$ cat src/rtl/tcq_pkg.sv
package tcq_pkg;
    localparam int BYTE_W = 8;

    typedef enum logic {
        WR_IDLE = 1'b0,
        WR_BUSY = 1'b1
    } wr_phase_e;
endpackage

$ cat src/rtl/tcq_ring_ptr.sv
module tcq_ring_ptr #(
    parameter int PTR_W = 5
) (
    input  logic             clk,
    input  logic             rst_n,
    input  logic             clr,
    input  logic             step,
    input  logic [PTR_W:0]   depth,
    output logic [PTR_W-1:0] ptr_o,
    output logic [PTR_W-1:0] ptr_step_o
);
    typedef struct packed {
        logic [PTR_W-1:0] ptr;
    } ring_t;

    ring_t            st_d, st_q;
    logic [PTR_W-1:0] idx_now;
    logic [PTR_W-1:0] idx_inc;
    logic             at_end;

    always_comb begin
        idx_now    = ~st_q.ptr;
        at_end     = ({1'b0, idx_now} == (depth - 1'b1));
        idx_inc    = at_end ? '0 : idx_now + 1'b1;
        ptr_step_o = ~idx_inc;
        st_d       = st_q;
        if (clr) begin
            st_d.ptr = '1;
        end else if (step) begin
            st_d.ptr = ptr_step_o;
        end
    end

    always_ff @(posedge clk or negedge rst_n) begin
        if (!rst_n) begin
            st_q.ptr <= '1;
        end else begin
            st_q <= st_d;
        end
    end

    assign ptr_o = st_q.ptr;

    // the last index wraps to the top of the ring
    a_r3_wrap_to_top: assert property (@(posedge clk) disable iff (!rst_n)
        step && !clr && at_end |=> ptr_o == '1);
    // an ordinary step lowers the stored value by one
    a_r3_single_dec: assert property (@(posedge clk) disable iff (!rst_n)
        step && !clr && !at_end |=> ptr_o == $past(ptr_o) - 1'b1);
    a_r3_hold_idle: assert property (@(posedge clk) disable iff (!rst_n)
        !step && !clr |=> $stable(ptr_o));
endmodule

$ cat src/rtl/tcq_byte_writer.sv
module tcq_byte_writer
    import tcq_pkg::*;
#(
    parameter int ADDR_W  = 16,
    parameter int ENTRY_W = 16
) (
    input  logic               clk,
    input  logic               rst_n,
    input  logic               clr,
    input  logic               start,
    input  logic [ADDR_W-1:0]  lo_addr,
    input  logic [ENTRY_W-1:0] entry,
    output logic               we_o,
    output logic [ADDR_W-1:0]  addr_o,
    output logic [BYTE_W-1:0]  wdata_o,
    output logic               idle_o
);
    localparam int NBYTES = ENTRY_W / BYTE_W;
    localparam int CNT_W  = (NBYTES > 1) ? $clog2(NBYTES) : 1;

    typedef struct packed {
        wr_phase_e          phase;
        logic [CNT_W-1:0]   cnt;
        logic [ADDR_W-1:0]  addr;
        logic [ENTRY_W-1:0] data;
    } wr_t;

    wr_t  st_d, st_q;
    logic last;

    always_comb begin
        last = (st_q.cnt == CNT_W'(NBYTES - 1));
        st_d = st_q;
        if (clr) begin
            st_d.phase = WR_IDLE;
            st_d.cnt   = '0;
        end else if (st_q.phase == WR_BUSY) begin
            st_d.phase = last ? WR_IDLE : WR_BUSY;
            st_d.cnt   = last ? '0 : st_q.cnt + 1'b1;
            st_d.addr  = st_q.addr + 1'b1;
            st_d.data  = st_q.data >> BYTE_W;
        end else if (start) begin
            st_d.phase = WR_BUSY;
            st_d.cnt   = '0;
            st_d.addr  = lo_addr;
            st_d.data  = entry;
        end
    end

    always_ff @(posedge clk or negedge rst_n) begin
        if (!rst_n) begin
            st_q <= '{phase: WR_IDLE, cnt: '0, addr: '0, data: '0};
        end else begin
            st_q <= st_d;
        end
    end

    assign we_o    = (st_q.phase == WR_BUSY);
    assign addr_o  = st_q.addr;
    assign wdata_o = st_q.data[BYTE_W-1:0];
    assign idle_o  = (st_q.phase == WR_IDLE);

    // bytes of one entry go to climbing addresses on back-to-back cycles
    a_r2_next_byte: assert property (@(posedge clk) disable iff (!rst_n)
        we_o && !last && !clr |=> we_o && addr_o == $past(addr_o) + 1'b1);
    // the strobe drops after the last byte
    a_r2_stops_after_last: assert property (@(posedge clk) disable iff (!rst_n)
        we_o && last && !clr |=> !we_o);
    // a start offered mid-write does not reload the address
    a_r9_busy_keeps_course: assert property (@(posedge clk) disable iff (!rst_n)
        we_o && !last && !clr && start |=> addr_o == $past(addr_o) + 1'b1);
endmodule

$ cat src/rtl/tc_work_queue.sv
module tc_work_queue
    import tcq_pkg::*;
#(
    parameter int SEL_W   = 4,
    parameter int ADDR_W  = 16,
    parameter int ENTRY_W = 16
) (
    input  logic               clk,
    input  logic               rst_n,
    input  logic               enable,
    input  logic [SEL_W-1:0]   depth_sel,
    input  logic [ADDR_W-1:0]  base_addr,
    input  logic               done_valid,
    input  logic [ENTRY_W-1:0] done_addr,
    output logic               done_ready,
    input  logic               rptr_read,
    input  logic               wptr_read,
    output logic [SEL_W:0]     rptr_o,
    output logic [SEL_W:0]     wptr_o,
    output logic               mem_we,
    output logic [ADDR_W-1:0]  mem_addr,
    output logic [BYTE_W-1:0]  mem_wdata,
    output logic               tc_flag,
    output logic               full_o,
    output logic [SEL_W+1:0]   level_o
);
    localparam int PTR_W = SEL_W + 1;
    localparam int LVL_W = PTR_W + 1;
    localparam int EXT_W = ADDR_W - PTR_W;

    typedef struct packed {
        logic full;
    } ctl_t;

    ctl_t              st_d, st_q;
    logic [LVL_W-1:0]  depth;
    logic [PTR_W-1:0]  wr_ptr, rd_ptr, wr_next, rd_next;
    logic [PTR_W-1:0]  wr_idx, rd_idx;
    logic [LVL_W-1:0]  diff;
    logic [ADDR_W-1:0] neg_off;
    logic [ADDR_W-1:0] lo_addr;
    logic              push, pop, clr, wr_idle;

    assign depth = (LVL_W'(depth_sel) + 1'b1) << 1;
    assign clr   = !enable;

    tcq_ring_ptr #(.PTR_W(PTR_W)) u_wr_ptr (
        .clk       (clk),
        .rst_n     (rst_n),
        .clr       (clr),
        .step      (push),
        .depth     (depth),
        .ptr_o     (wr_ptr),
        .ptr_step_o(wr_next)
    );

    tcq_ring_ptr #(.PTR_W(PTR_W)) u_rd_ptr (
        .clk       (clk),
        .rst_n     (rst_n),
        .clr       (clr),
        .step      (pop),
        .depth     (depth),
        .ptr_o     (rd_ptr),
        .ptr_step_o(rd_next)
    );

    always_comb begin
        push    = enable && done_valid && wr_idle && !st_q.full;
        pop     = enable && rptr_read && ((rd_ptr != wr_ptr) || st_q.full);
        neg_off = {{EXT_W{1'b1}}, wr_ptr};
        lo_addr = base_addr + (neg_off << 1);
        st_d    = st_q;
        if (clr || pop) begin
            st_d.full = 1'b0;
        end else if (push && (wr_next == rd_ptr)) begin
            st_d.full = 1'b1;
        end
    end

    always_ff @(posedge clk or negedge rst_n) begin
        if (!rst_n) begin
            st_q.full <= 1'b0;
        end else begin
            st_q <= st_d;
        end
    end

    tcq_byte_writer #(.ADDR_W(ADDR_W), .ENTRY_W(ENTRY_W)) u_writer (
        .clk    (clk),
        .rst_n  (rst_n),
        .clr    (clr),
        .start  (push),
        .lo_addr(lo_addr),
        .entry  (done_addr),
        .we_o   (mem_we),
        .addr_o (mem_addr),
        .wdata_o(mem_wdata),
        .idle_o (wr_idle)
    );

    always_comb begin
        wr_idx = ~wr_ptr;
        rd_idx = ~rd_ptr;
        diff   = {1'b0, wr_idx} - {1'b0, rd_idx};
        if (wr_idx < rd_idx) begin
            diff = diff + depth;
        end
        level_o = st_q.full ? depth : diff;
    end

    assign done_ready = wr_idle;
    assign rptr_o     = rd_ptr;
    assign wptr_o     = wr_ptr;
    assign tc_flag    = (wr_ptr != rd_ptr) || st_q.full;
    assign full_o     = st_q.full;

    // full only when the pointers have met
    a_r7_full_means_equal: assert property (@(posedge clk) disable iff (!rst_n)
        full_o |-> wptr_o == rptr_o);
    // an event offered while full leaves the write pointer alone
    a_r7_drop_when_full: assert property (@(posedge clk) disable iff (!rst_n)
        enable && full_o && done_valid |=> $stable(wptr_o));
    // a read of the empty ring does not move the read pointer
    a_r4_empty_read: assert property (@(posedge clk) disable iff (!rst_n)
        enable && rptr_read && !tc_flag |=> $stable(rptr_o));
    // a pop lands on the stepped value
    a_r4_pop_lands: assert property (@(posedge clk) disable iff (!rst_n)
        pop |=> rptr_o == $past(rd_next));
    // write-pointer reads alone change nothing
    a_r5_wptr_read_inert: assert property (@(posedge clk) disable iff (!rst_n)
        enable && wptr_read && !push && !pop |=> $stable(wptr_o) && $stable(rptr_o));
    // a cleared flag means nothing is stored
    a_r6_flag_level: assert property (@(posedge clk) disable iff (!rst_n)
        !tc_flag |-> level_o == '0);
    // one disabled cycle empties the ring
    a_r10_disable_clears: assert property (@(posedge clk) disable iff (!rst_n)
        !enable |=> wptr_o == '1 && rptr_o == '1 && !full_o && !mem_we);
endmodule

$ cat config.mk
export PLATFORM = sky130hd
export DESIGN_NAME = tc_work_queue
export DESIGN_NICKNAME = d
export VERILOG_FILES = /design/src/rtl/tcq_pkg.sv /design/src/rtl/tcq_ring_ptr.sv /design/src/rtl/tcq_byte_writer.sv /design/src/rtl/tc_work_queue.sv
export SDC_FILE = /design/constraint.sdc
export NUM_CORES = 1
export LEC_CHECK = 0
export BUFFER_PORTS_ARGS = -buffer_cell sky130_fd_sc_hd__buf_2
export CELL_PAD_IN_SITES_DETAIL_PLACEMENT = 1
export CELL_PAD_IN_SITES_GLOBAL_PLACEMENT = 1
export CORE_AREA = 2 2 113 115
export CTS_BUF_LIST = sky130_fd_sc_hd__clkbuf_8 sky130_fd_sc_hd__clkbuf_16
export CTS_CLUSTER_DIAMETER = 200
export CTS_CLUSTER_SIZE = 14
export DETAILED_ROUTE_END_ITERATION = 8
export DIE_AREA = 0 0 115 117
export PLACE_DENSITY = 0.69
export RECOVER_POWER = 100
export SETUP_SLACK_MARGIN = 0.3
export SYNTH_ARGS = -nofsm -noshare
export SYNTH_HDL_FRONTEND = slang
export SYNTH_SLANG_ARGS = --single-unit
$ cat constraint.sdc
create_clock -name clk -period 3 [get_ports clk]
set_input_delay 0.6 -clock clk [delete_from_list [all_inputs] [get_ports clk]]
set_output_delay 0.6 -clock clk [all_outputs]
set_load 0.02 [all_outputs]
==> metrics.txt <==
final worst-path cycle share=122%; Avg Vias per Cell=5.16; largest net degree at the start of global routing=42; R2R setup slack=0.38 ns; Final setup viols=5; number of diodes=0; worst setup path startpoint=u_wr_ptr.ptr_o[0]; setup ws final=-0.646 ns; Cells after Synth=426; drt first-iter violations=108; fillcell total=1467; # H-tree levels=2; die height=117 um; Max-Cap Viols=0; critical path endpoint=level_o[5]; die area=13500 um^2; synth unique cells=55; net switching power figure=1.37 mW; Power per Cell Area=723 nW/um^2; kind of critical path=reg2out; clock tree sinks=45; Synthesized Nets=490; GR Util All Layers=17.5%; DRT Pass-1 Iters=4; Post-Route Setup TNS=-2.42 ns; Worst EP arrival=3.05 ns; ANT nets after route=0; CTS tree=built; total CTS buffers=5; Initial Util=29.4%; Final Critical Period=3.65 ns; via count=3480; crit path launch type=flip-flop; GRT overflow=0; routed wire length=11700 um; Mean Syn Cell Area=8.51 um^2; placed instance count=655; GPL Wtd Cong=0.830; clock skew=0.00424 ns; Power Total=3.39 mW; final routed DRC violation total=0; #FFs+latches synth=45; Synthesis Warnings=0; Reg-to-Reg End=u_writer.addr_o[2]; count leader, synth=nor2_1; R2R cell count=8; hold path cells=1; worst-path fanout max=2; HP Class=reg2reg; slew at the pin closest to its max-slew limit=1.47 ns; final hold violations=0; EDFF count, synth=0; status=finished with violations; Layout Nets=587; core area=12300 um^2; number of I/O port buffers=84; Crit path required time=2.40 ns; Yosys top cell area share=24.2%; row count=41; vias in the first global route=3676; P_int=2.02 mW; Post-synth ARST share=100%; Sw Ratio=40.3%; Hold WS=0.463 ns; layout cells sized above 1=27.3%; leakage=2.06 nW; Critical Path End Type=output pin; Seq/Total Area, Yosys=31.4%; Synth Cell Area=3620 um^2; Comb pwr share=51.5%; worst skew pair latency=0.29 ns; Synth area leaders=dfrtp_1, dfstp_2, ha_1; slew margin rel.=2.32%; Clk pwr share=21.8%; synth cell count leaders=nor2_1, nand2_1, dfrtp_1; Flop pwr share=26.6%; non-filler cells, final=674; RSZ-0062 raised after global routing=true; Main synth FF type=dfrtp_1; cell accounting for the most synthesized area=dfrtp_1; initial antenna violation count=0; root buf cell=clkbuf_16; first-pass GRT wire length=18500 um; reg2reg start=u_writer.we_o; failing checks=negative setup slack; Final Max Slew Viols=0; Max VDD drop=0.410 mV; overall die width=115 um; Avg WL per Cell=17.4 um; DPL Wire Length=8780 um; Highest Clock Rate=274 MHz; area added between synthesis and finish=29.4%; # IOs=86; clock slew at reported path FFs=0.07 ns; number of buffers on the longest clock path=2
## cells in the final DEF (no fill, tap or decap), drive strengths merged, types with 3 or more instances in the layout
| cell | Yosys | routed |
|---|---|---|
| a211oi | 5 | 5 |
| a21o | 6 | 6 |
| a21oi | 28 | 28 |
| a221oi | 3 | 3 |
| a22o | 8 | 8 |
| a22oi | 12 | 12 |
| a31oi | 3 | 3 |
| and3 | 4 | 4 |
| buf | 29 | 89 |
| clkbuf | 17 | 52 |
| dfrtp | 35 | 35 |
| dfstp | 10 | 10 |
| fa | 3 | 3 |
| ha | 19 | 19 |
| inv | 21 | 22 |
| mux2i | 10 | 10 |
| nand2 | 38 | 38 |
| nand2b | 4 | 4 |
| nand3 | 12 | 12 |
| nand4 | 4 | 4 |
| nor2 | 42 | 42 |
| nor2b | 3 | 3 |
| nor3 | 11 | 11 |
| nor4 | 3 | 3 |
| o211ai | 3 | 3 |
| o21ai | 23 | 23 |
| o221ai | 6 | 6 |
| or4 | 3 | 3 |
| xnor2 | 21 | 21 |
| xor2 | 18 | 18 |
## per-stage QoR
step	instance area [um^2]	worst slack [ns]	util, %
2_1_floorplan	3720	-0.375	-
3_3_place_gp	4390	-0.345	35.6
3_5_place_dp	4390	-0.430	35.6
4_1_cts	4770	-0.677	38.7
5_1_grt	4690	-0.811	38.1
6_report	4690	-0.646	38.1
## sequential cells by signal, indices dropped and copies added, names as in the netlist
register and count:
u_writer.wdata_o 8, full_o 1, u_wr_ptr.ptr_o 5, u_writer.st_q 8, u_writer.we_o 1, u_writer.addr_o 16, u_rd_ptr.ptr_o 5, u_writer.last 1
## cell families (layout without fill, tap and decap cells)
| family | after synthesis | after routing | synth area share, % |
|---|---|---|---|
| AOI/OAI and AO/OA | 108 | 108 | 19.6 |
| xor gates and xnor gates | 39 | 39 | 9.84 |
| adders and majority gates | 22 | 22 | 8.22 |
| buffers and inverters | 67 | 165 | 9.60 |
| DFF | 45 | 45 | 31.4 |
| muxes | 12 | 12 | 3.38 |
| and+or+nand+nor | 133 | 133 | 17.9 |
## worst min path at each step
stage	startpoint	to	slack, ns
after floorplan	rst_n	full_o	0.30
after global placement	u_writer.last	u_writer.we_o	0.46
after detailed placement	u_writer.last	u_writer.we_o	0.46
after CTS	rst_n	u_writer.wdata_o[3]	0.34
after global routing	u_writer.wdata_o[4]	u_writer.wdata_o[4]	0.51
final	u_writer.last	u_writer.we_o	0.46
## what timing repair did
item | in CTS | in global routing
hold buffers | 0 | 0
resized for setup | 27 | 7
gates cloned | 0 | 0
endpoints found under the setup margin | 5 | 5
setup buffers | 10 | 1
pin swaps | 20 | 15
## area by class of cell
class,count,area (um^2),area share [%]
Timing Repair Buffer,136,771,16.4
Multi-Input combinational cell,314,2320,49.4
Clock buffer,5,125,2.67
Sequential cell,45,1140,24.3
Tap cell,150,188,4.00
Clock inverter,3,68.8,1.47
Inverter,21,81.3,1.73
## power groups by stage
| stage | Combinational, mW | Sequential [mW] | Clock (mW) |
|---|---|---|---|
| 6_report | 1.75 | 0.903 | 0.740 |
| 4_1_cts | 1.73 | 0.897 | 0.760 |
| 3_3_place_gp | 1.45 | 0.900 | 0 |
| 2_1_floorplan | 1.11 | 0.896 | 0 |
| 3_5_place_dp | 1.50 | 0.907 | 0 |
| 5_1_grt | 1.90 | 0.927 | 0.777 |
## worst max-delay path, cell delays in order, from the launching register on
cell,delay [ns]
dfstp_2,0.56
ha_4,0.15
inv_2,0.04
fa_2,0.34
a21o_1,0.19
a21oi_2,0.21
xnor2_2,0.14
ha_1,0.27
a21oi_2,0.20
mux2i_1,0.19
o21ai_1,0.09
a211oi_2,0.21
buf_4,0.17
## per-layer routing
metal	vias up	global-route usage [%]	part of all wire (%)
met3	16	2.83	4.2
met4	0	5.46	1.9
li1	1681	-	-
met1	1705	21.1	43
met5	-	0	0
met2	78	32.0	51
(Power assumes the default switching activity.)
